## config.mk

```make
export PLATFORM = sky130hd
export DESIGN_NAME = byte_mc_datapath
export DESIGN_NICKNAME = d
export VERILOG_FILES = /design/src/rtl/bmd_pkg.sv /design/src/rtl/bmd_instr_reg.sv /design/src/rtl/bmd_regfile.sv /design/src/rtl/bmd_alu.sv /design/src/rtl/byte_mc_datapath.sv
export SDC_FILE = /design/constraint.sdc
export NUM_CORES = 1
export LEC_CHECK = 0
export ABC_AREA = 1
export BUFFER_PORTS_ARGS = -buffer_cell sky130_fd_sc_hd__buf_2
export CAP_MARGIN = 10
export CORE_MARGIN = 2
export CORE_UTILIZATION = 40
export CTS_BUF_LIST = sky130_fd_sc_hd__clkbuf_4 sky130_fd_sc_hd__clkbuf_8
export CTS_CLUSTER_SIZE = 25
export DETAILED_ROUTE_END_ITERATION = 10
export PLACE_DENSITY = 0.55
export SYNTH_ARGS = -nofsm -noshare
export SYNTH_HDL_FRONTEND = slang
export SYNTH_HIERARCHICAL = 1
export SYNTH_SLANG_ARGS = --single-unit
export TNS_END_PERCENT = 100
```

## constraint.sdc

```tcl
create_clock -name clk -period 8.3 [get_ports clk]
set_input_delay 0.83 -clock clk [delete_from_list [all_inputs] [get_ports clk]]
set_output_delay 0.83 -clock clk [all_outputs]
set_load 0.01 [all_outputs]
```

## src/rtl/bmd_pkg.sv

```systemverilog
package bmd_pkg;
    parameter int DW      = 8;
    parameter int IRW     = 32;
    parameter int NREGS   = 8;
    parameter int FIELD_W = 5;
    parameter int OP_W    = 6;

    localparam int LANES  = IRW / DW;
    localparam int RIDX_W = $clog2(NREGS);

    typedef logic [DW-1:0]     word_t;
    typedef logic [RIDX_W-1:0] ridx_t;

    typedef enum logic [2:0] {
        ALU_ADD = 3'd0,
        ALU_SUB = 3'd1,
        ALU_AND = 3'd2,
        ALU_OR  = 3'd3,
        ALU_SLT = 3'd4
    } alu_op_e;

    typedef enum logic [1:0] {
        SB_REG  = 2'd0,
        SB_ONE  = 2'd1,
        SB_IMM  = 2'd2,
        SB_ZERO = 2'd3
    } srcb_e;

    typedef enum logic [1:0] {
        PS_ALU    = 2'd0,
        PS_ALUOUT = 2'd1,
        PS_JUMP   = 2'd2,
        PS_ALT    = 2'd3
    } pcsrc_e;

    typedef struct packed {
        logic [OP_W-1:0]    op;
        logic [FIELD_W-1:0] rs;
        logic [FIELD_W-1:0] rt;
        logic [FIELD_W-1:0] rd;
        logic [IRW-OP_W-3*FIELD_W-1:0] low;
    } instr_t;

    function automatic word_t alu_eval(alu_op_e op, word_t x, word_t y);
        word_t r;
        case (op)
            ALU_ADD: r = x + y;
            ALU_SUB: r = x - y;
            ALU_AND: r = x & y;
            ALU_OR:  r = x | y;
            ALU_SLT: r = ($signed(x) < $signed(y)) ? word_t'(1) : word_t'(0);
            default: r = '0;
        endcase
        return r;
    endfunction

    function automatic word_t jump_target(logic [OP_W-1:0] f);
        return word_t'({f, 2'b00});
    endfunction

    function automatic ridx_t field_to_idx(logic [FIELD_W-1:0] f);
        return f[RIDX_W-1:0];
    endfunction
endpackage

```

## src/rtl/bmd_instr_reg.sv

```systemverilog
module bmd_instr_reg
    import bmd_pkg::*;
(
    input  logic             clk,
    input  logic             rst,
    input  logic [LANES-1:0] lane_we,
    input  word_t            byte_in,
    output instr_t           instr
);
    logic [IRW-1:0] ir_q;

    for (genvar g = 0; g < LANES; g++) begin : g_lane
        always_ff @(posedge clk) begin
            if (rst)
                ir_q[g*DW +: DW] <= '0;
            else if (lane_we[g])
                ir_q[g*DW +: DW] <= byte_in;
        end
    end

    assign instr = instr_t'(ir_q);

    assert_ir_hold_R2: assert property (@(posedge clk) disable iff (rst)
        (lane_we == '0) |=> $stable(ir_q));
endmodule

```

## src/rtl/bmd_regfile.sv

```systemverilog
module bmd_regfile
    import bmd_pkg::*;
(
    input  logic  clk,
    input  logic  rst,
    input  ridx_t rd_idx_a,
    input  ridx_t rd_idx_b,
    output word_t rd_a,
    output word_t rd_b,
    input  logic  wr_en,
    input  ridx_t wr_idx,
    input  word_t wr_data
);
    word_t entry [NREGS];

    assign entry[0] = '0;

    for (genvar g = 1; g < NREGS; g++) begin : g_entry
        always_ff @(posedge clk) begin
            if (rst)
                entry[g] <= '0;
            else if (wr_en && wr_idx == ridx_t'(g))
                entry[g] <= wr_data;
        end
    end

    assign rd_a = entry[rd_idx_a];
    assign rd_b = entry[rd_idx_b];
endmodule

```

## src/rtl/bmd_alu.sv

```systemverilog
module bmd_alu
    import bmd_pkg::*;
(
    input  logic    clk,
    input  logic    rst,
    input  alu_op_e op,
    input  word_t   x,
    input  word_t   y,
    output word_t   result,
    output logic    zero
);
    assign result = alu_eval(op, x, y);
    assign zero   = (result == '0);

    assert_slt_bool_R6: assert property (@(posedge clk) disable iff (rst)
        (op == ALU_SLT) |-> (result[DW-1:1] == '0));
endmodule

```

## src/rtl/byte_mc_datapath.sv

```systemverilog
module byte_mc_datapath
    import bmd_pkg::*;
(
    input  logic             clk,
    input  logic             rst,
    output logic [DW-1:0]    mem_addr,
    input  logic [DW-1:0]    mem_rdata,
    output logic [DW-1:0]    mem_wdata,
    input  logic             ctl_addr_sel,
    input  logic [LANES-1:0] ctl_ir_we,
    input  logic             ctl_reg_we,
    input  logic             ctl_dst_sel,
    input  logic             ctl_wb_sel,
    input  logic             ctl_srca_sel,
    input  logic [1:0]       ctl_srcb_sel,
    input  logic [2:0]       ctl_alu_op,
    input  logic [1:0]       ctl_pc_src,
    input  logic             ctl_pc_we,
    input  logic             ctl_pc_we_cond,
    output logic [OP_W-1:0]  opcode,
    output logic [5:0]       funct,
    output logic             alu_zero
);
    instr_t ir;
    word_t  pc_q, a_q, b_q, aluout_q, mdr_q;
    word_t  rf_a, rf_b, src_a, src_b, alu_y, pc_next, wb_data;
    ridx_t  rs_idx, rt_idx, dst_idx;
    logic   pc_load;

    bmd_instr_reg u_ir (
        .clk     (clk),
        .rst     (rst),
        .lane_we (ctl_ir_we),
        .byte_in (mem_rdata),
        .instr   (ir)
    );

    assign rs_idx  = field_to_idx(ir.rs);
    assign rt_idx  = field_to_idx(ir.rt);
    assign dst_idx = ctl_dst_sel ? field_to_idx(ir.rd) : rt_idx;
    assign wb_data = ctl_wb_sel ? mdr_q : aluout_q;

    bmd_regfile u_rf (
        .clk      (clk),
        .rst      (rst),
        .rd_idx_a (rs_idx),
        .rd_idx_b (rt_idx),
        .rd_a     (rf_a),
        .rd_b     (rf_b),
        .wr_en    (ctl_reg_we),
        .wr_idx   (dst_idx),
        .wr_data  (wb_data)
    );

    always_comb begin
        src_a = ctl_srca_sel ? a_q : pc_q;
        case (srcb_e'(ctl_srcb_sel))
            SB_REG:  src_b = b_q;
            SB_ONE:  src_b = word_t'(1);
            SB_IMM:  src_b = ir.low[DW-1:0];
            default: src_b = '0;
        endcase
    end

    bmd_alu u_alu (
        .clk    (clk),
        .rst    (rst),
        .op     (alu_op_e'(ctl_alu_op)),
        .x      (src_a),
        .y      (src_b),
        .result (alu_y),
        .zero   (alu_zero)
    );

    always_comb begin
        case (pcsrc_e'(ctl_pc_src))
            PS_ALUOUT: pc_next = aluout_q;
            PS_JUMP:   pc_next = jump_target(ir.low[5:0]);
            default:   pc_next = alu_y;
        endcase
    end

    assign pc_load = ctl_pc_we | (ctl_pc_we_cond & alu_zero);

    always_ff @(posedge clk) begin
        if (rst) begin
            pc_q     <= '0;
            a_q      <= '0;
            b_q      <= '0;
            aluout_q <= '0;
            mdr_q    <= '0;
        end else begin
            if (pc_load)
                pc_q <= pc_next;
            a_q      <= rf_a;
            b_q      <= rf_b;
            aluout_q <= alu_y;
            mdr_q    <= mem_rdata;
        end
    end

    assign mem_addr  = ctl_addr_sel ? aluout_q : pc_q;
    assign mem_wdata = b_q;
    assign opcode    = ir.op;
    assign funct     = ir.low[5:0];

    assert_r0_reads_zero_R4: assert property (@(posedge clk) disable iff (rst)
        (rs_idx == '0) |=> (a_q == '0));

    assert_pc_hold_R11: assert property (@(posedge clk) disable iff (rst)
        (!ctl_pc_we && !(ctl_pc_we_cond && alu_zero)) |=> $stable(pc_q));

    assert_jump_aligned_R10: assert property (@(posedge clk) disable iff (rst)
        (ctl_pc_we && ctl_pc_src == PS_JUMP) |=> (pc_q[1:0] == 2'b00));

    assert_zero_latched_R8: assert property (@(posedge clk) disable iff (rst)
        alu_zero |=> (aluout_q == '0));
endmodule

```

==> impl_metrics.tcl, run 1 <==
set metrics [dict create \
    placed_area_um2 7640 \
    antenna_found_initial 0 \
    final_common_cell "nand2_1" \
    post_cts_buffers 0 \
    grt_pass1_wl_um 35100 \
    drive_above_1_share 0.121 \
    p_int_w 0.000977 \
    seq_power_share 0.423 \
    grt_pass1_vias 6536 \
    ir_worst_vdd_mv 0.0994 \
    fmax_ghz 0.247 \
    syn_nets 1264 \
    viasPerCell 4.88 \
    postCtsHoldBufs 0 \
    drv_cap 0 \
    grt_start_max_net_pins 57 \
    nNetsFinal 1293 \
    worstPathArrival_ns 3.21 \
    finalSetupTns_ns 0 \
    portBuffers 56 \
    globalplace.congestion 0.908 \
    wl_per_cell_um 14.8 \
    clock_sink_count 119 \
    pwr-share-clk 0.363 \
    start_util 0.411 \
    drc 0 \
    finalCritPeriodShare 0.487 \
    setup.worst_path.class "in2out" \
    dp_hpwl_um 16500 \
    path_max_fanout 15 \
    cts_tree "yes" \
    layout_common_cells "nand2_1 (368), nor2_1 (219), inv_1 (159)" \
    wl_um 21900 \
    fin_area_um2 8040 \
    setup_viol 0 \
    pwr-share-comb 0.213 \
    ys_warn_count 6 \
    cts_resized 0 \
    cts_root_buf "clkbuf_8" \
    cts_buffer_depth 2 \
    io_pins 57 \
    cts_buffers 17 \
    rsz0062_at_grt "no" \
    vias 7221 \
    leakage_nw 4.10 \
    diodes 0 \
    synthCells 1208 \
    die_x_um 140 \
    die_y_um 140 \
    die-area_um2 19700 \
    drv_slew 0 \
    netlist_area_um2 7430 \
    finalHoldViolCount 0 \
    synthToLayoutAreaGrowth_pct 8.23 \
    clkLatencyLatePin_ns 0.44 \
    hold_path.class "reg2reg" \
    p_sw_frac 0.338 \
    cp-end-kind "output port" \
    relSlewSlack 0.410 \
    grt_util_all_layers 0.227 \
    worst_setup_path_start_kind "input pin" \
    htree_num_levels 4 \
    power_density_nw_per_um2 183 \
    syn_avg_cell_area_um2 6.15 \
    ant_nets 0 \
    worst_pin_slew_ns 0.885 \
    finalClockSkew_ns 0.0168 \
    drt_pass1_iterations 5 \
    core_area_um2 18100 \
    grt_overflow 0 \
    row_count 49 \
    status "finished, final reports clean" \
    cts.clk_slew.worst_paths_ns 0.08 \
    crit_required_ns 7.47 \
    initialDrtViolationCount 485 \
    switchingPower_w 0.000499 \
    min_period_ns 4.04 \
]
[flip-flops by register name, indices dropped and copies added (netlist names)]
name,cells
mem_wdata,8
u_ir/instr,23
pc_q,8
aluout_q,8
u_rf/entry,56
mdr_q,8
a_q,8
[power groups by stage]
stage | combinational [W] | clock [W] | sequential, W
final | 0.000315 | 0.000536 | 0.000624
after global routing | 0.000356 | 0.000576 | 0.000628
after CTS | 0.000314 | 0.000550 | 0.000625
after detailed placement | 0.000313 | 0 | 0.000638
after global placement | 0.000312 | 0 | 0.000638
after floorplan | 0.000242 | 0 | 0.000629
[through the flow]
| step | hold WS [ns] | instances | worst slack (ns) | util | total power (W) |
|---|---|---|---|---|---|
| 2_1_floorplan | 0.444 | 1208 | 4.79 | - | 0.000871 |
| 6_report | 0.470 | 1479 | 4.26 | 0.445 | 0.00148 |
| 3_5_place_dp | 0.462 | 1447 | 4.27 | 0.422 | 0.000950 |
| 5_1_grt | 0.503 | 1479 | 3.94 | 0.445 | 0.00156 |
| 3_3_place_gp | 0.456 | 1447 | 4.28 | 0.422 | 0.000950 |
| 4_1_cts | 0.474 | 1479 | 4.25 | 0.445 | 0.00149 |
[final cells by class]
cell class / instances / area, um^2
Timing Repair Buffer: 61 / 318
Inverter: 181 / 687
Sequential cell: 119 / 2380
Clock inverter: 15 / 169
Clock buffer: 17 / 234
Multi-Input combinational cell: 857 / 3970
Fill cell: 1994 / 10000
Tap cell: 229 / 287
[final timing paths]
path	startpoint	end	slack [ns]	depth (start not counted)
worst max-delay path	ctl_srcb_sel[0]	alu_zero	4.26	17
worst min-delay path	u_ir/instr[13]	u_ir/instr[13]	0.47	2
worst max register to register	pc_q[1]	pc_q[7]	5.16	20
worst min register to register	u_ir/instr[13]	u_ir/instr[13]	0.47	2
[layer usage]
| metal | part of all wire | up-vias | GRT usage |
|---|---|---|---|
| li1 | - | 3726 | - |
| met1 | 0.48 | 3293 | 0.319 |
| met2 | 0.46 | 179 | 0.365 |
| met3 | 0.042 | 23 | 0.0369 |
| met4 | 0.014 | 0 | 0.0585 |
| met5 | 0 | - | 0 |
[critical path: stages]
cell      delay (ns)
buf_2           0.10
inv_1           0.31
nand3_1         0.13
nand2_1         0.11
inv_1           0.06
ha_1            0.43
inv_4           0.12
nand2_1         0.08
nand3b_1        0.19
nand2_1         0.07
nand2_1         0.05
nand3_1         0.09
nand3b_1        0.19
nor2_2          0.12
nand2_1         0.09
nor2_2          0.10
buf_2           0.13
No activity file was read; power rests on OpenSTA's default activity.
==> run 2, diff against run 1 <==
Settings changed: PLACE_DENSITY 0.55 to 0.57.
Clock period 8.3 ns to 3.5 ns, I/O delays scaled along.
==> run 2 against run 1 <==
Effect of this change:
- via count decreased by 2.7%
- clock skew up 0.00093 ns
- sequential power is 140% higher
- utilization rose by 0.15 points
- cell area up 0.33%
- non-clock buffer count increased by 1
==> impl_metrics.tcl, run 2 (synthesized netlist as in run 1, its figures left out) <==
set metrics [dict create \
    slowest_stage "fa_1" \
    cts.clk_slew.worst_paths_ns 0.07 \
    worstPathCellList "inv_1 > o21ai_0 > inv_1 > fa_1 > inv_1 > nand2_1 > nand2_1 > nand2_1 > nand2_1 > nand2_1 > nand3_1 > nand2_1 > nand2_2 > nand3_1 > nor2_2 > buf_2" \
    rr_startpoint "pc_q[1]" \
    worst_setup_path_start_kind "flop" \
    largest_reg_flops 56 \
    grt_pass1_wl_um 33700 \
    io_pins 57 \
    portBuffers 56 \
    grt_start_max_net_pins 57 \
    grt_util_all_layers 0.219 \
    vias 7028 \
    finalCritPeriodShare 0.925 \
    path_max_fanout 3 \
    cts_buffers 17 \
    hold_depth 3 \
    cts_buffer_depth 2 \
    viasPerCell 4.75 \
    holdPathEnd "mdr_q[3]" \
    hp-start "mem_rdata[3]" \
    initialDrtViolationCount 539 \
    leakage_nw 4.10 \
    ant_nets 0 \
    r2r_cells 20 \
    worstPathArrival_ns 2.89 \
    drv_cap 0 \
    crit_top_cell "nand2_1" \
    grt_overflow 0 \
    finalSetupTns_ns 0 \
    relSlewSlack 0.333 \
    drc 0 \
    globalplace.congestion 0.877 \
    min_period_ns 3.24 \
    wl_um 21200 \
    hold_path.class "in2reg" \
    setup.worst_path.class "reg2out" \
    final_common_cell "nand2_1" \
    cp-end-kind "output port" \
    power_density_nw_per_um2 437 \
    dp_hpwl_um 15900 \
    start_util 0.411 \
    die_y_um 140 \
    cts_root_buf "clkbuf_8" \
    wl_per_cell_um 14.3 \
    reg2reg_slack_ns 0.53 \
    dp.cells 1448 \
    diodes 0 \
    htree_num_levels 4 \
    fmax_ghz 0.309 \
    nNetsFinal 1294 \
    worst_pin_slew_ns 0.993 \
    drt_pass1_iterations 5 \
    ir_worst_vdd_mv 0.333 \
    row_count 49 \
    slowest_delay_ns 0.47 \
    layout_common_cells "nand2_1 (368), nor2_1 (219), inv_1 (159)" \
    crit_required_ns 3.15 \
    finalHoldViolCount 0 \
    rsz0062_at_grt "no" \
    drv_slew 0 \
    antenna_found_initial 0 \
    setup_viol 0 \
    synthToLayoutAreaGrowth_pct 8.59 \
    grt_pass1_vias 6294 \
    status "finished, final reports clean" \
    finalClockSkew_ns 0.0177 \
    post_cts_buffers 0 \
    regMostFlops "u_rf/entry" \
    die-area_um2 19700 \
    die_x_um 140 \
    worstReg2RegEnd "pc_q[7]" \
    clkLatencyLatePin_ns 0.44 \
    clock_sink_count 119 \
    core_area_um2 18100 \
    drive_above_1_share 0.122 \
    cts_tree "yes" \
    nFillCells 1974 \
    fin_cells 1480 \
]
[run 2: cell count changes in the layout (fill, tap and decap cells not counted), sizes merged]
cell / delta
clkbuf: +3
inv: -6
clkinvlp: +2
buf: +1
bufinv: +1
[run 2: critical path, delay by kind of cell, from the launching register on]
family,cells,cell delay [ns]
buffers and inverters,4,0.49
AOI/OAI and AO/OA,1,0.35
and+or+nand+nor,10,0.81
adders and majority gates,1,0.47
DFF,1,0.33
[run 2: layout make-up]
cell class,count,area (um^2),area share
inverter,181,687,0.0851
clock buffer,20,269,0.0333
sequential,119,2380,0.295
multi-input combinational,857,3970,0.492
timing repair buffer,62,325,0.0403
tap,229,287,0.0355
clock inverter,12,150,0.0186
[run 2: layer usage]
layer | track usage | wire length [um]
met5 | 0 | 0
met3 | 0.0386 | 909
met2 | 0.347 | 9810
met1 | 0.297 | 9930
met4 | 0.0835 | 570
[run 2: where the power goes]
part           switching (W)  internal, W
clock network       0.000563     0.000747
logic               0.000497     0.000243
registers          0.0000507      0.00143
total                0.00111      0.00242
[run 2: repair_timing]
| action | CTS | global route |
|---|---|---|
| endpoints found under the setup margin | 0 | 1 |
| gates resized for setup | 0 | 3 |
| hold buffers | 0 | 0 |
[run 2: worst max-delay path by stage]
stage	cells after the start	startpoint	to
floorplan	21	ctl_srcb_sel[0]	pc_q[0]
global placement	20	ctl_srcb_sel[0]	pc_q[5]
detailed placement	20	ctl_srcb_sel[0]	pc_q[7]
CTS	14	pc_q[4]	alu_zero
global route	14	pc_q[5]	alu_zero
finish	16	pc_q[1]	alu_zero
[run 2: per-stage QoR]
stage,power (W),setup slack [ns],area (um^2),utilization,hold slack [ns]
2_1_floorplan,0.00206,0.695,7430,-,0.444
3_3_place_gp,0.00225,0.251,7650,0.423,0.459
3_5_place_dp,0.00224,0.243,7650,0.423,0.463
4_1_cts,0.00356,0.233,8070,0.446,0.108
5_1_grt,0.00372,0.00987,8070,0.446,0.107
6_report,0.00353,0.262,8070,0.446,0.131
==> run 3, diff against run 2 <==
Settings changed: ABC_AREA 1 to 0, CTS_BUF_LIST sky130_fd_sc_hd__clkbuf_4 sky130_fd_sc_hd__clkbuf_8 to not set.
==> run 3 against run 2 <==
Effect of this change:
- synthesized cell count is 39% lower
- combinational power shrank 17%
- highest routed layer unchanged
- sequential share of layout area decreased by 0.11 points
- clock skew is 0.0093 ns lower
- cell count is 31% lower
==> impl_metrics.tcl, run 3 <==
set metrics [dict create \
    setup.worst_path.class "reg2out" \
    finalCritPeriodShare 0.997 \
    htree_num_levels 4 \
    synthCells 738 \
    die_y_um 135 \
    cts_tree "yes" \
    fmax_ghz 0.287 \
    path_delay_family "simple AND/OR/NAND/NOR gates" \
    drt_pass1_iterations 6 \
    worst_pin_slew_ns 1.07 \
    viasPerCell 5.67 \
    ir_worst_vdd_mv 0.367 \
    setup_ws_ns 0.0119 \
    cp_num_cells 10 \
    die_x_um 135 \
    netlist_area_um2 6880 \
    syn_nets 794 \
    drc 0 \
    cts_buffers 17 \
    drive_above_1_share 0.270 \
    hold_path.class "in2reg" \
    antenna_found_initial 0 \
    cts_buffer_depth 2 \
    placed_area_um2 7280 \
    power_density_nw_per_um2 483 \
    hold_depth 2 \
    switchingPower_w 0.000992 \
    largest_reg_flops 56 \
    finalClockSkew_ns 0.00841 \
    portBuffers 56 \
    ys_warn_count 6 \
    cp-end-kind "output port" \
    core_area_um2 16700 \
    globalplace.congestion 0.894 \
    worst_setup_path_start_kind "flop" \
    seq_power_share 0.369 \
    fin_area_um2 8120 \
    crit_required_ns 3.15 \
    grt_start_max_net_pins 79 \
    slowest_stage "or4b_1" \
    grt_util_all_layers 0.227 \
    wl_um 20600 \
    io_pins 57 \
    power_w 0.00393 \
    reg2reg_slack_ns 0.12 \
    ant_nets 0 \
    slowest_delay_ns 0.54 \
    relSlewSlack 0.285 \
    grt_overflow 0 \
    r2r_cells 13 \
    drv_slew 0 \
    cp_num_buf_inv 2 \
    path_max_fanout 3 \
    finalSetupTns_ns 0 \
    finalHoldViolCount 0 \
    rsz0062_at_grt "yes" \
    setup_viol 0 \
    synthToLayoutAreaGrowth_pct 18.0 \
    initialDrtViolationCount 551 \
    start_util 0.412 \
    die-area_um2 18300 \
    row_count 47 \
    detailedPlace.worstSlack_ns -0.242 \
    pwr-share-comb 0.157 \
    leakage_nw 3.23 \
    cts_root_buf "clkbuf_16" \
    p_sw_frac 0.253 \
    layout_common_cells "dfxtp_1 (114), mux2i_1 (87), nand2_1 (82)" \
    clock_sink_count 119 \
    cts.clk_slew.worst_paths_ns 0.05 \
    worstPathArrival_ns 3.14 \
    drv_cap 0 \
    syn_avg_cell_area_um2 9.32 \
    wl_per_cell_um 20.1 \
    clkLatencyLatePin_ns 0.42 \
    pwr-share-clk 0.474 \
    dp_hpwl_um 14300 \
    status "finished, final reports clean" \
    p_int_w 0.00293 \
    regMostFlops "u_rf/entry" \
    diodes 0 \
    min_period_ns 3.49 \
    nNetsFinal 846 \
    final_common_cell "dfxtp_1" \
    worstPathCellList "mux2_2 > inv_1 > ha_4 > or2_4 > a211oi_4 > o211ai_1 > or4b_1 > o211ai_2 > nor4_4 > buf_2" \
    vias 5804 \
    grt_pass1_wl_um 31700 \
    grt_pass1_vias 5568 \
    fin_util 0.486 \
    nFillCells 1570 \
]
==> run 3: changes by cell type in the layout (fill, tap and decap cells not counted), sizes merged, moves of 31 or more <==
cell / before / now
inv: 179 / 25
a21oi: 8 / 49
mux2: 9 / 43
o21ai: 64 / 5
nor2: 229 / 69
nor2b: 0 / 42
a221oi: 0 / 32
nand2: 380 / 82
mux2i: 0 / 88
nand3: 114 / 8
buf: 62 / 93
==> run 3: worst reg2reg max path, stage by stage (launching register included) <==
cell and delay (ns):
dfxtp_1 0.35, mux2_2 0.31, inv_1 0.12, ha_4 0.21, or2_4 0.27, a211oi_4 0.29
o211ai_1 0.15, or4b_1 0.54, o211ai_2 0.25, nor4_4 0.08, buf_4 0.15, a21o_1 0.20
buf_4 0.17, a311oi_2 0.19
==> run 3: power by group through the flow <==
stage	sequential, W	clock [W]	combinational, W
final	0.00145	0.00186	0.000615
after global placement	0.00147	0	0.000541
after global routing	0.00145	0.00194	0.000663
after detailed placement	0.00147	0	0.000551
after CTS	0.00145	0.00189	0.000573
after floorplan	0.00146	0	0.000400
==> run 3: final timing paths <==
check / start / endpoint
setup reg to reg: pc_q[1] / pc_q[0]
hold / removal: mem_rdata[6] / mdr_q[6]
hold reg to reg: u_rf/entry[5] / u_rf/entry[5]
setup / recovery: pc_q[1] / alu_zero
==> run 3: repair_timing <==
action | 4_1_cts | 5_1_grt
resized for setup | 13 | 25
cloned | 0 | 0
buffers inserted | 1 | 6
setup endpoints to repair | 9 | 9
hold buffers | 0 | 0
pin swaps | 2 | 11
==> run 3: final cells by class <==
class	count	area, um^2	share of cell area
inverters	25	93.8	0.0116
flip-flops and latches	119	2390	0.294
clock inverters	8	143	0.0176
clock buffers	24	492	0.0605
multi-input cells	534	4170	0.513
well taps	220	275	0.0339
repair buffers	93	561	0.0690
==> run 3: stage by stage <==
| stage | cells | hold slack (ns) |
|---|---|---|
| 2_1_floorplan | 738 | 0.422 |
| 3_3_place_gp | 984 | 0.453 |
| 3_5_place_dp | 984 | 0.464 |
| 4_1_cts | 1017 | 0.212 |
| 5_1_grt | 1023 | 0.216 |
| 6_report | 1023 | 0.215 |
==> run 3: routing by layer <==
layer | up-vias | part of all wire | GRT usage
met3 | 52 | 0.060 | 0.0441
met5 | - | 0 | 0
met4 | 0 | 0.028 | 0.0833
met2 | 233 | 0.47 | 0.371
met1 | 2799 | 0.44 | 0.297
li1 | 2720 | - | -
